**src/rtl/spi_flash_cmd_engine.sv**
```systemverilog
module spi_flash_cmd_engine #(
  parameter int ADDR_W = 16,
  parameter int PAGE_W = 7,
  parameter logic [7:0] MFR_ID = 8'h1F,
  parameter logic [7:0] DEV_ID = 8'h65
) (
  input  logic              clk,
  input  logic              rst_n,
  input  logic              spi_cs_n,
  input  logic              spi_sck,
  input  logic              spi_si,
  input  logic              spi_hold_n,
  output logic              spi_so,
  output logic              spi_so_oe,
  input  logic [7:0]        ctl_status,
  output logic              req_valid,
  output logic [2:0]        req_op,
  output logic [ADDR_W-1:0] req_addr,
  output logic [7:0]        req_data,
  output logic              rd_req,
  output logic [ADDR_W-1:0] rd_addr,
  input  logic [7:0]        rd_data
);
  localparam logic [7:0] OP_WREN = 8'h06, OP_WRDI = 8'h04, OP_STAT = 8'h05,
                         OP_WSTA = 8'h01, OP_READ = 8'h03, OP_PROG = 8'h02,
                         OP_SERA = 8'h52, OP_CERA = 8'h62, OP_IDNT = 8'h15;
  localparam logic [4:0] LAST_ADDR_BIT = 5'd23;

  typedef enum logic [2:0] {S_OPC, S_ADDR, S_WDAT, S_PDAT, S_OUT, S_DONE, S_LOCK} st_t;
  typedef enum logic [2:0] {K_NONE, K_STAT, K_ID, K_READ, K_PROG, K_SERA} kind_t;

  logic [2:0] sck_p;
  logic [1:0] cs_p, hold_p, si_p;
  logic held, out_on, so_q;
  st_t state;
  kind_t kind;
  logic [4:0] cnt;
  logic [2:0] obit;
  logic [1:0] id_n;
  logic [6:0] sr, osr;
  logic [ADDR_W-1:0] addr;
  logic [7:0] src;

  wire sck_s = sck_p[1];
  wire cs_s  = cs_p[1];
  wire si_s  = si_p[1];
  wire busy  = ctl_status[0];
  wire go_r  = sck_p[1] & ~sck_p[2] & ~cs_s & ~held;
  wire go_f  = ~sck_p[1] & sck_p[2] & ~cs_s & ~held;
  wire [7:0] shin = {sr, si_s};
  wire [7:0] op = shin & 8'hF7;
  wire [ADDR_W-1:0] addr_in = {addr[ADDR_W-2:0], si_s};

  assign spi_so    = so_q;
  assign spi_so_oe = out_on & ~held & ~cs_s;
  assign rd_addr   = addr;
  assign rd_req    = go_f && state == S_OUT && obit == 3'd0 && kind == K_READ;

  always_comb begin
    case (kind)
      K_STAT:  src = ctl_status;
      K_ID:    src = (id_n == 2'd0) ? MFR_ID : (id_n == 2'd1) ? DEV_ID : 8'h00;
      K_READ:  src = rd_data;
      default: src = 8'h00;
    endcase
  end

  always_ff @(posedge clk or negedge rst_n) begin
    if (!rst_n) begin
      sck_p <= '0; si_p <= '0; cs_p <= 2'b11; hold_p <= 2'b11; held <= 1'b0;
    end else begin
      sck_p  <= {sck_p[1:0], spi_sck};
      si_p   <= {si_p[0], spi_si};
      cs_p   <= {cs_p[0], spi_cs_n};
      hold_p <= {hold_p[0], spi_hold_n};
      if (cs_s) held <= 1'b0;
      else if (!sck_s) held <= ~hold_p[1];
    end
  end

  always_ff @(posedge clk or negedge rst_n) begin
    if (!rst_n) begin
      state <= S_OPC; kind <= K_NONE; cnt <= '0; obit <= '0; id_n <= '0;
      sr <= '0; osr <= '0; addr <= '0; out_on <= 1'b0; so_q <= 1'b0;
      req_valid <= 1'b0; req_op <= '0; req_addr <= '0; req_data <= '0;
    end else begin
      req_valid <= 1'b0;
      if (cs_s) begin
        state <= S_OPC; kind <= K_NONE; cnt <= '0; obit <= '0; id_n <= '0; out_on <= 1'b0;
      end else begin
        if (go_r) begin
          case (state)
            S_OPC: begin
              sr  <= shin[6:0];
              cnt <= cnt + 5'd1;
              if (cnt == 5'd7) begin
                cnt <= '0;
                if (busy && op != OP_STAT) state <= S_LOCK;
                else case (op)
                  OP_WREN: begin req_valid <= 1'b1; req_op <= 3'd1; state <= S_DONE; end
                  OP_WRDI: begin req_valid <= 1'b1; req_op <= 3'd2; state <= S_DONE; end
                  OP_CERA: begin req_valid <= 1'b1; req_op <= 3'd6; state <= S_DONE; end
                  OP_WSTA: state <= S_WDAT;
                  OP_STAT: begin kind <= K_STAT; state <= S_OUT; end
                  OP_IDNT: begin kind <= K_ID;   state <= S_OUT; end
                  OP_READ: begin kind <= K_READ; state <= S_ADDR; end
                  OP_PROG: begin kind <= K_PROG; state <= S_ADDR; end
                  OP_SERA: begin kind <= K_SERA; state <= S_ADDR; end
                  default: state <= S_LOCK;
                endcase
              end
            end
            S_ADDR: begin
              addr <= addr_in;
              cnt  <= cnt + 5'd1;
              if (cnt == LAST_ADDR_BIT) begin
                cnt <= '0;
                case (kind)
                  K_SERA: begin
                    req_valid <= 1'b1; req_op <= 3'd5; req_addr <= addr_in; state <= S_DONE;
                  end
                  K_READ:  state <= S_OUT;
                  default: state <= S_PDAT;
                endcase
              end
            end
            S_WDAT: begin
              sr  <= shin[6:0];
              cnt <= cnt + 5'd1;
              if (cnt == 5'd7) begin
                req_valid <= 1'b1; req_op <= 3'd3; req_data <= shin; state <= S_DONE;
              end
            end
            S_PDAT: begin
              sr  <= shin[6:0];
              cnt <= cnt + 5'd1;
              if (cnt == 5'd7) begin
                cnt <= '0;
                req_valid <= 1'b1; req_op <= 3'd4; req_addr <= addr; req_data <= shin;
                addr <= {addr[ADDR_W-1:PAGE_W], addr[PAGE_W-1:0] + 1'b1};
              end
            end
            default: ;
          endcase
        end
        if (go_f && state == S_OUT) begin
          out_on <= 1'b1;
          obit   <= obit + 3'd1;
          if (obit == 3'd0) begin
            so_q <= src[7];
            osr  <= src[6:0];
            if (kind == K_READ) addr <= addr + 1'b1;
            if (kind == K_ID && id_n != 2'd2) id_n <= id_n + 2'd1;
          end else begin
            so_q <= osr[6];
            osr  <= {osr[5:0], 1'b0};
          end
        end
      end
    end
  end

  p_deselect_hiz_r1: assert property (@(posedge clk) disable iff (!rst_n)
    cs_s |=> !spi_so_oe);

  p_req_code_r2: assert property (@(posedge clk) disable iff (!rst_n)
    req_valid |-> (req_op >= 3'd1 && req_op <= 3'd6));

  p_lock_silent_r3: assert property (@(posedge clk) disable iff (!rst_n)
    state == S_LOCK |-> (!spi_so_oe && !req_valid));

  p_busy_status_only_r9: assert property (@(posedge clk) disable iff (!rst_n)
    ($past(state) == S_OPC && $past(busy) && state != S_OPC && state != S_LOCK)
      |-> (state == S_OUT && kind == K_STAT));

  p_hold_freeze_r10: assert property (@(posedge clk) disable iff (!rst_n)
    (held && !cs_s) |=> ($stable(cnt) && $stable(state) && $stable(so_q) && $stable(addr)));

  p_page_stay_r7: assert property (@(posedge clk) disable iff (!rst_n)
    (req_valid && req_op == 3'd4 && state == S_PDAT)
      |-> addr[ADDR_W-1:PAGE_W] == req_addr[ADDR_W-1:PAGE_W]);
endmodule

```
**config.mk**
```make
export PLATFORM = sky130hd
export DESIGN_NAME = spi_flash_cmd_engine
export DESIGN_NICKNAME = d
export VERILOG_FILES = /design/src/rtl/spi_flash_cmd_engine.sv
export SDC_FILE = /design/constraint.sdc
export NUM_CORES = 1
export LEC_CHECK = 0
export BUFFER_PORTS_ARGS = -buffer_cell sky130_fd_sc_hd__buf_2
export CAP_MARGIN = 10
export CORE_MARGIN = 8
export CORE_UTILIZATION = 40
export DETAILED_ROUTE_END_ITERATION = 8
export GPL_ROUTABILITY_DRIVEN = 0
export HOLD_SLACK_MARGIN = 0.08
export SLEW_MARGIN = 20
export SYNTH_ARGS = -nofsm -noshare
export SYNTH_HDL_FRONTEND = slang
export SYNTH_SLANG_ARGS = --single-unit
```
**constraint.sdc**
```tcl
create_clock -name clk -period 6.9 [get_ports clk]
set_clock_uncertainty 0.1 [all_clocks]
set_input_delay 1.38 -clock clk [delete_from_list [all_inputs] [get_ports clk]]
set_output_delay 1.38 -clock clk [all_outputs]
set_load 0.01 [all_outputs]
```
==> impl_metrics.csv, run 1 <==
group,metric,value,unit
setup_path,worst-setup-path-type,"flip-flop to primary output",
logic_synthesis,ys_seq_area_share,46.77,%
sta,finalSetupTns,0,ns
detailed_routing,route.vias.total,3645,
setup_path,cp_max_fo,20,
run,cap_violations,0,
global_route,first_global_vias,3545,
sta,max_fclk,263.3,MHz
finish,fill_cells,1124,
hold_path,worst_hold_path_type,"flip-flop to flip-flop",
outcome,status,"finished, final reports clean",
floorplanning,die_w,123.4,µm
logic_synthesis,netlist.top_cell.by_area,"sky130_fd_sc_hd__dfrtp_1",
sta,drv_slew,0,
pwr,vdd_drop_max,0.1734,mV
sta,layout_min_cycle_time,3.798,ns
logic_synthesis,synthDominantCellAreaShare,44.49,%
placed_design,buffer_ports.inserted,68,
clock_tree,clock_latency,0.34,ns
hold_path,min_path_cells,0,
global_route,first_pass_grt_wire_length,17.94,mm
detailed_routing,detail_route.vias_per_cell,5.384,
floorplanning,floorplan.rows,39,
clock_tree,clock_path_buffers,2,
clock_tree,clkSlewWorstSetupHoldPaths,0.06,ns
floorplanning,core_area,11320,µm²
floorplanning,dieArea,15220,µm²
sta,max_slew_margin,28.04,%
setup_path,r2r_slack,4.14,ns
logic_synthesis,synthDistinctLibCells,66,
logic_synthesis,top_flip_flop_cell_by_instance_count_after_synthesis,"sky130_fd_sc_hd__dfrtp_1",
logic_synthesis,netlist_instances,475,
global_route,overflow,0,
floorplanning,io-pin-count,69,
global_route,grt_antenna_before_repair,0,
detailed_routing,antenna_left,0,
floorplanning,initial_core_util,40.74,%
clock_tree,cts_setup_buffers,0,
clock_tree,cts_tree,"built",
pwr,cellPowerDensity,231.3,nW/µm²
global_route,grt_util_all_layers,14.65,%
pwr,finalPower,1.250,mW
clock_tree,htreeDepth,3,
sta,report.final.hold_viol_count,0,
logic_synthesis,syn-mean-instance-area,9.709,µm²
logic_synthesis,synth_top_cells_by_count,"sky130_fd_sc_hd__dfrtp_1 (82), sky130_fd_sc_hd__nor2_1 (47), sky130_fd_sc_hd__a21oi_1 (40)",
logic_synthesis,async_reset_ff_share,100.0,%
hold_path,holdPathEnd,"si_p[1]",
clock_tree,cts.root.buffer_cell,"sky130_fd_sc_hd__clkbuf_16",
setup_path,critical_path.reg2reg.startpoint,"state[2]",
sta,rsz0062_at_grt,"false",
detailed_routing,remaining_routing_drc_violations,0,
placed_design,place.detailed.hpwl,7.549,mm
clock_tree,cts.repair.resized,0,
finish,area_growth,17.17,%
clock_tree,ctsHoldBuffers,0,
detailed_routing,drt-wirelength-per-cell,15.56,µm
logic_synthesis,synth_area_leaders,"sky130_fd_sc_hd__dfrtp_1 (44%), sky130_fd_sc_hd__mux2_2 (4.4%), sky130_fd_sc_hd__a21oi_1 (4.3%), sky130_fd_sc_hd__mux2i_1 (4.3%), sky130_fd_sc_hd__nor2_1 (3.8%)",
hold_path,worstHoldStart,"si_p[0]",
setup_path,cp-start-kind,"flip-flop",
finish,layout-drive-gt1-share,22.85,%
logic_synthesis,synth_edf_count,0,
finish,antenna-diode-count,0,
logic_synthesis,synth.most_common_cell,"sky130_fd_sc_hd__dfrtp_1",
logic_synthesis,yosysWarningCount,0,
detailed_routing,detailedRoute.firstIterationViolations,218,
sta,fin_crit_share,55.04,%
clock_tree,numCtsBuffers,9,
detailed_routing,drt-pass1-iter-count,4,
setup_path,kind_of_end_point_of_the_critical_path,"primary output",
global_route,grt_max_degree,49,
clock_tree,cts.sink_count,86,
setup_path,reg2regPathDepth,5,
sta,timing_worst_slew_pin_value,1.071,ns
logic_synthesis,post_synth_instance_area,4612,µm²
floorplanning,die_y,123.4,µm
logic_synthesis,syn_nets,504,
finish,layout.nets,558,
sta,setup_viol_count_final,0,
pwr,total_leakage_power,2.498,nW
setup_path,critical_path_required,5.42,ns
setup_path,worst-endpoint-arrival,2.32,ns
setup_path,rr_endpoint,"rd_addr[2]",
logic_synthesis,synth-seq-cells,86,
detailed_routing,routed_wirelength,10.54,mm
==> report_power, final <==
part	internal [mW]	switching (mW)
clock	0.390	0.196
sequential	0.524	0.0444
combinational	0.0461	0.0482
total	0.961	0.289
==> per-stage QoR <==
stage / hold WS, ns / util, % / instances / cell area, µm² / worst slack (ns)
after floorplan: 0.2312 / - / 475 / 4612 / 4.026
after global placement: 0.2332 / 44.52 / 661 / 5040 / 3.530
final: 0.2481 / 47.73 / 677 / 5404 / 3.102
after detailed placement: 0.2347 / 44.52 / 661 / 5040 / 3.451
after CTS: 0.2491 / 47.72 / 677 / 5403 / 3.075
after global routing: 0.2610 / 47.73 / 677 / 5404 / 2.759
==> area by class of cell <==
cell class	instances	area, µm²	share of cell area [%]
clock buffers	10	229.0	4.237
well taps	143	178.9	3.311
multi-input cells	343	2268	41.98
clock inverters	6	133.9	2.477
repair buffers	72	372.9	6.900
flip-flops and latches	86	2157	39.92
inverters	17	63.81	1.181
==> registers in the layout (all words and copies together), names as in the netlist, 3 cells and up <==
| register | flops |
|---|---|
| req_addr | 16 |
| rd_addr | 16 |
| obit | 3 |
| req_op | 3 |
| cnt | 5 |
| osr | 7 |
| req_data | 8 |
| sr | 7 |
| sck_p | 3 |
| kind | 3 |
| state | 3 |
==> worst max-delay path by stage <==
stage | end | slack (ns) | startpoint | cells past startpoint
after detailed placement | rd_req | 3.45 | state[2] | 4
after floorplan | rd_req | 4.03 | state[2] | 5
final | rd_req | 3.10 | state[2] | 4
after CTS | rd_req | 3.07 | state[2] | 4
after global routing | rd_req | 2.76 | state[2] | 4
after global placement | rd_req | 3.53 | state[2] | 4
==> per-layer routing <==
layer / track usage [%] / vias to the layer above / share of wire, % / wire (µm)
met2: 22.68 / 48 / 47 / 4993
met5: 0 / - / 0 / 0
met3: 3.014 / 11 / 3.2 / 337
met1: 19.91 / 1755 / 48 / 5052
met4: 5.192 / 0 / 1.5 / 154
li1: - / 1831 / - / -
==> worst max-delay path, cell delays in order, from the launching register on <==
cell                       delay [ns]
sky130_fd_sc_hd__dfrtp_1         0.67
sky130_fd_sc_hd__nor4bb_1        0.47
sky130_fd_sc_hd__nand4_1         0.53
sky130_fd_sc_hd__inv_1           0.15
sky130_fd_sc_hd__buf_2           0.15
==> cell usage in the layout, fill, tap and decap left out, types with 3 or more instances in the layout <==
cell type	n
sky130_fd_sc_hd__dfrtp_1	82
sky130_fd_sc_hd__buf_2	67
sky130_fd_sc_hd__nor2_1	47
sky130_fd_sc_hd__a21oi_1	40
sky130_fd_sc_hd__nand2_1	38
sky130_fd_sc_hd__o21ai_0	32
sky130_fd_sc_hd__mux2i_1	20
sky130_fd_sc_hd__mux2_2	18
sky130_fd_sc_hd__inv_1	17
sky130_fd_sc_hd__nor2b_1	10
sky130_fd_sc_hd__nand3_1	9
sky130_fd_sc_hd__clkbuf_16	9
sky130_fd_sc_hd__or3_1	8
sky130_fd_sc_hd__nor3_1	7
sky130_fd_sc_hd__ha_1	7
sky130_fd_sc_hd__nand2b_1	6
sky130_fd_sc_hd__a2bb2oi_1	6
sky130_fd_sc_hd__nand3b_1	5
sky130_fd_sc_hd__o41ai_1	5
sky130_fd_sc_hd__a22o_1	5
sky130_fd_sc_hd__buf_4	5
sky130_fd_sc_hd__nand4_1	4
sky130_fd_sc_hd__a31oi_1	4
sky130_fd_sc_hd__o31ai_1	4
sky130_fd_sc_hd__bufinv_16	4
sky130_fd_sc_hd__dfstp_2	4
sky130_fd_sc_hd__or2_2	3
sky130_fd_sc_hd__nor4_1	3
sky130_fd_sc_hd__xor2_1	3
sky130_fd_sc_hd__a21o_1	3
sky130_fd_sc_hd__and2_1	3
sky130_fd_sc_hd__o21bai_1	3
sky130_fd_sc_hd__and3_1	3
sky130_fd_sc_hd__a211oi_1	3
==> logic make-up after synthesis <==
family	synth area share (%)
AOI/OAI and AO/OA	19.04
xor gates and xnor gates	0.9497
adders and majority gates	1.899
buffers and inverters	4.069
DFF	46.77
muxes	8.980
and+or+nand+nor	18.29
Note: power is estimated with default switching activity, not from simulation.
==> run 2, diff against run 1 <==
--- a/config.mk
+++ b/config.mk
@@ -5,6 +5,7 @@
 export SDC_FILE = /design/constraint.sdc
 export NUM_CORES = 1
 export LEC_CHECK = 0
+export ABC_AREA = 1
 export BUFFER_PORTS_ARGS = -buffer_cell sky130_fd_sc_hd__buf_2
 export CAP_MARGIN = 10
 export CORE_MARGIN = 8
==> constraint.sdc (replaced) <==
create_clock -name clk -period 3.5 [get_ports clk]
set_clock_uncertainty 0.1 [all_clocks]
set_input_delay 0.7 -clock clk [delete_from_list [all_inputs] [get_ports clk]]
set_output_delay 0.7 -clock clk [all_outputs]
set_load 0.01 [all_outputs]
==> run 2 against run 1 <==
  * Utilization is 0.21 points lower
  * Final cell count grew 26%
  * Global-route usage is 0.68 points higher
  * Total power increased by 92%
  * Non-clock buffer count rose by 1
  * Critical endpoint unchanged
  * Largest cell class unchanged
==> impl_metrics.csv, run 2 <==
group,metric,value,unit
outcome,status,"finished, final reports clean",
clock_tree,cts.root.buffer_cell,"sky130_fd_sc_hd__clkbuf_16",
setup_path,worst-setup-path-type,"flip-flop to primary output",
pwr,vdd_drop_max,0.2092,mV
logic_synthesis,top_flip_flop_cell_by_instance_count_after_synthesis,"sky130_fd_sc_hd__dfrtp_1",
detailed_routing,routed_wirelength,11.80,mm
sta,setup_viol_count_final,0,
clock_tree,cts.repair.resized,0,
global_route,first_global_vias,4205,
pwr,finalPower,2.404,mW
global_route,overflow,0,
global_route,grt_util_all_layers,15.33,%
detailed_routing,route.vias.total,4345,
hold_path,worst_hold_path_type,"flip-flop to flip-flop",
pwr,combPwrFrac,9.4,%
hold_path,worstHoldStart,"si_p[0]",
logic_synthesis,synth_top_cells_by_count,"sky130_fd_sc_hd__nand2_1 (161), sky130_fd_sc_hd__dfrtp_1 (82), sky130_fd_sc_hd__inv_1 (62)",
sta,rsz0062_at_grt,"false",
detailed_routing,detailedRoute.firstIterationViolations,343,
finish,fill_cells,1191,
pwr,cellInternalPower,1.821,mW
sta,max_slew_margin,36.23,%
pwr,clock_power_share,46.4,%
setup_path,reg2regPathDepth,10,
sta,report.final.hold_viol_count,0,
logic_synthesis,synthDominantCellAreaShare,42.17,%
finish,antenna-diode-count,0,
logic_synthesis,synth.most_common_cell,"sky130_fd_sc_hd__nand2_1",
pwr,cellPowerDensity,422.9,nW/µm²
finish,area_growth,16.82,%
logic_synthesis,async_reset_ff_share,100.0,%
finish,layout_common_cells,"sky130_fd_sc_hd__nand2_1 (161), sky130_fd_sc_hd__dfrtp_1 (82), sky130_fd_sc_hd__buf_2 (67), sky130_fd_sc_hd__inv_1 (62), sky130_fd_sc_hd__nand3_1 (58)",
logic_synthesis,ys_seq_area_share,44.33,%
clock_tree,clkSlewWorstSetupHoldPaths,0.06,ns
clock_tree,htreeDepth,3,
hold_path,min_path_cells,0,
floorplanning,core_area,11960,µm²
clock_tree,ctsHoldBuffers,0,
detailed_routing,antenna_left,0,
floorplanning,io-pin-count,69,
pwr,total_leakage_power,2.911,nW
floorplanning,floorplan.rows,40,
pwr,power.share.switching,24.23,%
global_route,grt_max_degree,56,
placed_design,buffer_ports.inserted,68,
clock_tree,clock_path_buffers,2,
logic_synthesis,yosysWarningCount,0,
finish,final_common_cell,"sky130_fd_sc_hd__nand2_1",
logic_synthesis,synth_area_leaders,"sky130_fd_sc_hd__dfrtp_1 (42%), sky130_fd_sc_hd__nand2_1 (12%), sky130_fd_sc_hd__nand3_1 (6.0%), sky130_fd_sc_hd__o21ai_0 (5.1%), sky130_fd_sc_hd__inv_1 (4.8%)",
sta,fin_crit_share,90.14,%
setup_path,kind_of_end_point_of_the_critical_path,"primary output",
setup_path,worst-endpoint-arrival,2.35,ns
sta,layout_min_cycle_time,3.155,ns
finish,layout-drive-gt1-share,21.36,%
logic_synthesis,synthDistinctLibCells,40,
detailed_routing,drt-wirelength-per-cell,13.81,µm
hold_path,holdPathEnd,"si_p[1]",
finish,layout.nets,731,
pwr,p_switching,582.5,µW
sta,max_fclk,317.0,MHz
floorplanning,die_w,126.3,µm
logic_synthesis,post_synth_instance_area,4866,µm²
finish,layout.cell_area.non_filler,5684,µm²
clock_tree,cts.sink_count,86,
logic_synthesis,syn-mean-instance-area,7.675,µm²
sta,timing_worst_slew_pin_value,0.9542,ns
setup_path,rr_endpoint,"req_addr[10]",
logic_synthesis,netlist.top_cell.by_area,"sky130_fd_sc_hd__dfrtp_1",
clock_tree,cts_setup_buffers,0,
placed_design,dpl-instance-area,5343,µm²
setup_path,r2r_slack,1.16,ns
setup_path,cp-start-kind,"flip-flop",
global_route,first_pass_grt_wire_length,20.14,mm
floorplanning,die_y,126.3,µm
clock_tree,cts_tree,"built",
run,cap_violations,0,
finish,final_core_utilization,47.52,%
floorplanning,initial_core_util,40.68,%
sta,finalSetupTns,0,ns
detailed_routing,drt-pass1-iter-count,5,
global_route,grt_antenna_before_repair,0,
detailed_routing,detail_route.vias_per_cell,5.088,
clock_tree,clock_latency,0.35,ns
logic_synthesis,syn_nets,663,
logic_synthesis,synth-seq-cells,86,
sta,drv_slew,0,
logic_synthesis,netlist_instances,634,
setup_path,critical_path.reg2reg.startpoint,"cs_p[1]",
setup_path,cp_max_fo,24,
placed_design,place.detailed.hpwl,8.528,mm
setup_path,critical_path_required,2.70,ns
detailed_routing,remaining_routing_drc_violations,0,
clock_tree,numCtsBuffers,9,
logic_synthesis,synth_edf_count,0,
pwr,seq_power_share,44.3,%
floorplanning,dieArea,15950,µm²
[run 2: worst max-delay path, cell delays in order (launching register included)]
cell and delay, ns:
sky130_fd_sc_hd__dfstp_2 0.69, sky130_fd_sc_hd__inv_2 0.18, sky130_fd_sc_hd__nand3_1 0.13, sky130_fd_sc_hd__nor2_2 0.04, sky130_fd_sc_hd__buf_4 0.18, sky130_fd_sc_hd__nand3_4 0.07
sky130_fd_sc_hd__buf_4 0.26, sky130_fd_sc_hd__clkinv_1 0.25, sky130_fd_sc_hd__buf_2 0.21
[run 2: area by class of cell]
type                       instances  area (µm²)  area share (%)
multi-input combinational        459        2347           41.29
sequential                        86        2157           37.95
timing repair buffer              73       380.4           6.692
inverter                          73       274.0           4.821
clock buffer                      12       246.5           4.336
tap                              147       183.9           3.236
clock inverter                     4       95.09           1.673
[run 2: cells by family (layout without fill, tap and decap cells)]
family / after synthesis / after routing / synth area share [%]
buf+inv: 89 / 162 / 7.431
fa+ha+maj: 7 / 7 / 1.800
simple gates: 320 / 320 / 30.24
mux: 1 / 1 / 0.2057
compound gates: 127 / 127 / 15.27
flops: 86 / 86 / 44.33
xor+xnor: 4 / 4 / 0.7199
[run 2: worst max-delay path by stage]
stage | startpoint | end | slack (ns) | cells past startpoint
floorplan | obit[0] | rd_req | 1.45 | 6
global placement | cs_p[1] | rd_req | 0.82 | 8
detailed placement | cs_p[1] | rd_req | 0.73 | 8
CTS | cs_p[1] | rd_req | 0.34 | 8
global route | cs_p[1] | rd_req | 0.19 | 8
finish | cs_p[1] | rd_req | 0.35 | 8
[run 2: metrics by stage]
step / setup WS (ns) / hold slack, ns / cells
floorplan: 1.454 / 0.2312 / 634
global placement: 0.8159 / 0.2328 / 838
detailed placement: 0.7332 / 0.2347 / 838
CTS: 0.3414 / 0.2493 / 854
global route: 0.1925 / 0.2598 / 854
finish: 0.3450 / 0.2476 / 854
[run 2: power by group through the flow]
stage | clock, mW | combinational (mW) | sequential [mW]
2_1_floorplan | 0 | 0.148 | 1.08
5_1_grt | 1.18 | 0.265 | 1.07
3_3_place_gp | 0 | 0.227 | 1.08
4_1_cts | 1.14 | 0.228 | 1.06
3_5_place_dp | 0 | 0.227 | 1.08
6_report | 1.11 | 0.225 | 1.06
[run 2: layer usage]
metal / wire, µm / up-vias / global-route usage, % / share of wire, %
met5: 0 / - / 0 / 0
met4: 187 / 0 / 6.299 / 1.6
met3: 511 / 13 / 3.310 / 4.3
met2: 5355 / 100 / 24.75 / 45
met1: 5743 / 2020 / 19.56 / 49
li1: - / 2212 / - / -
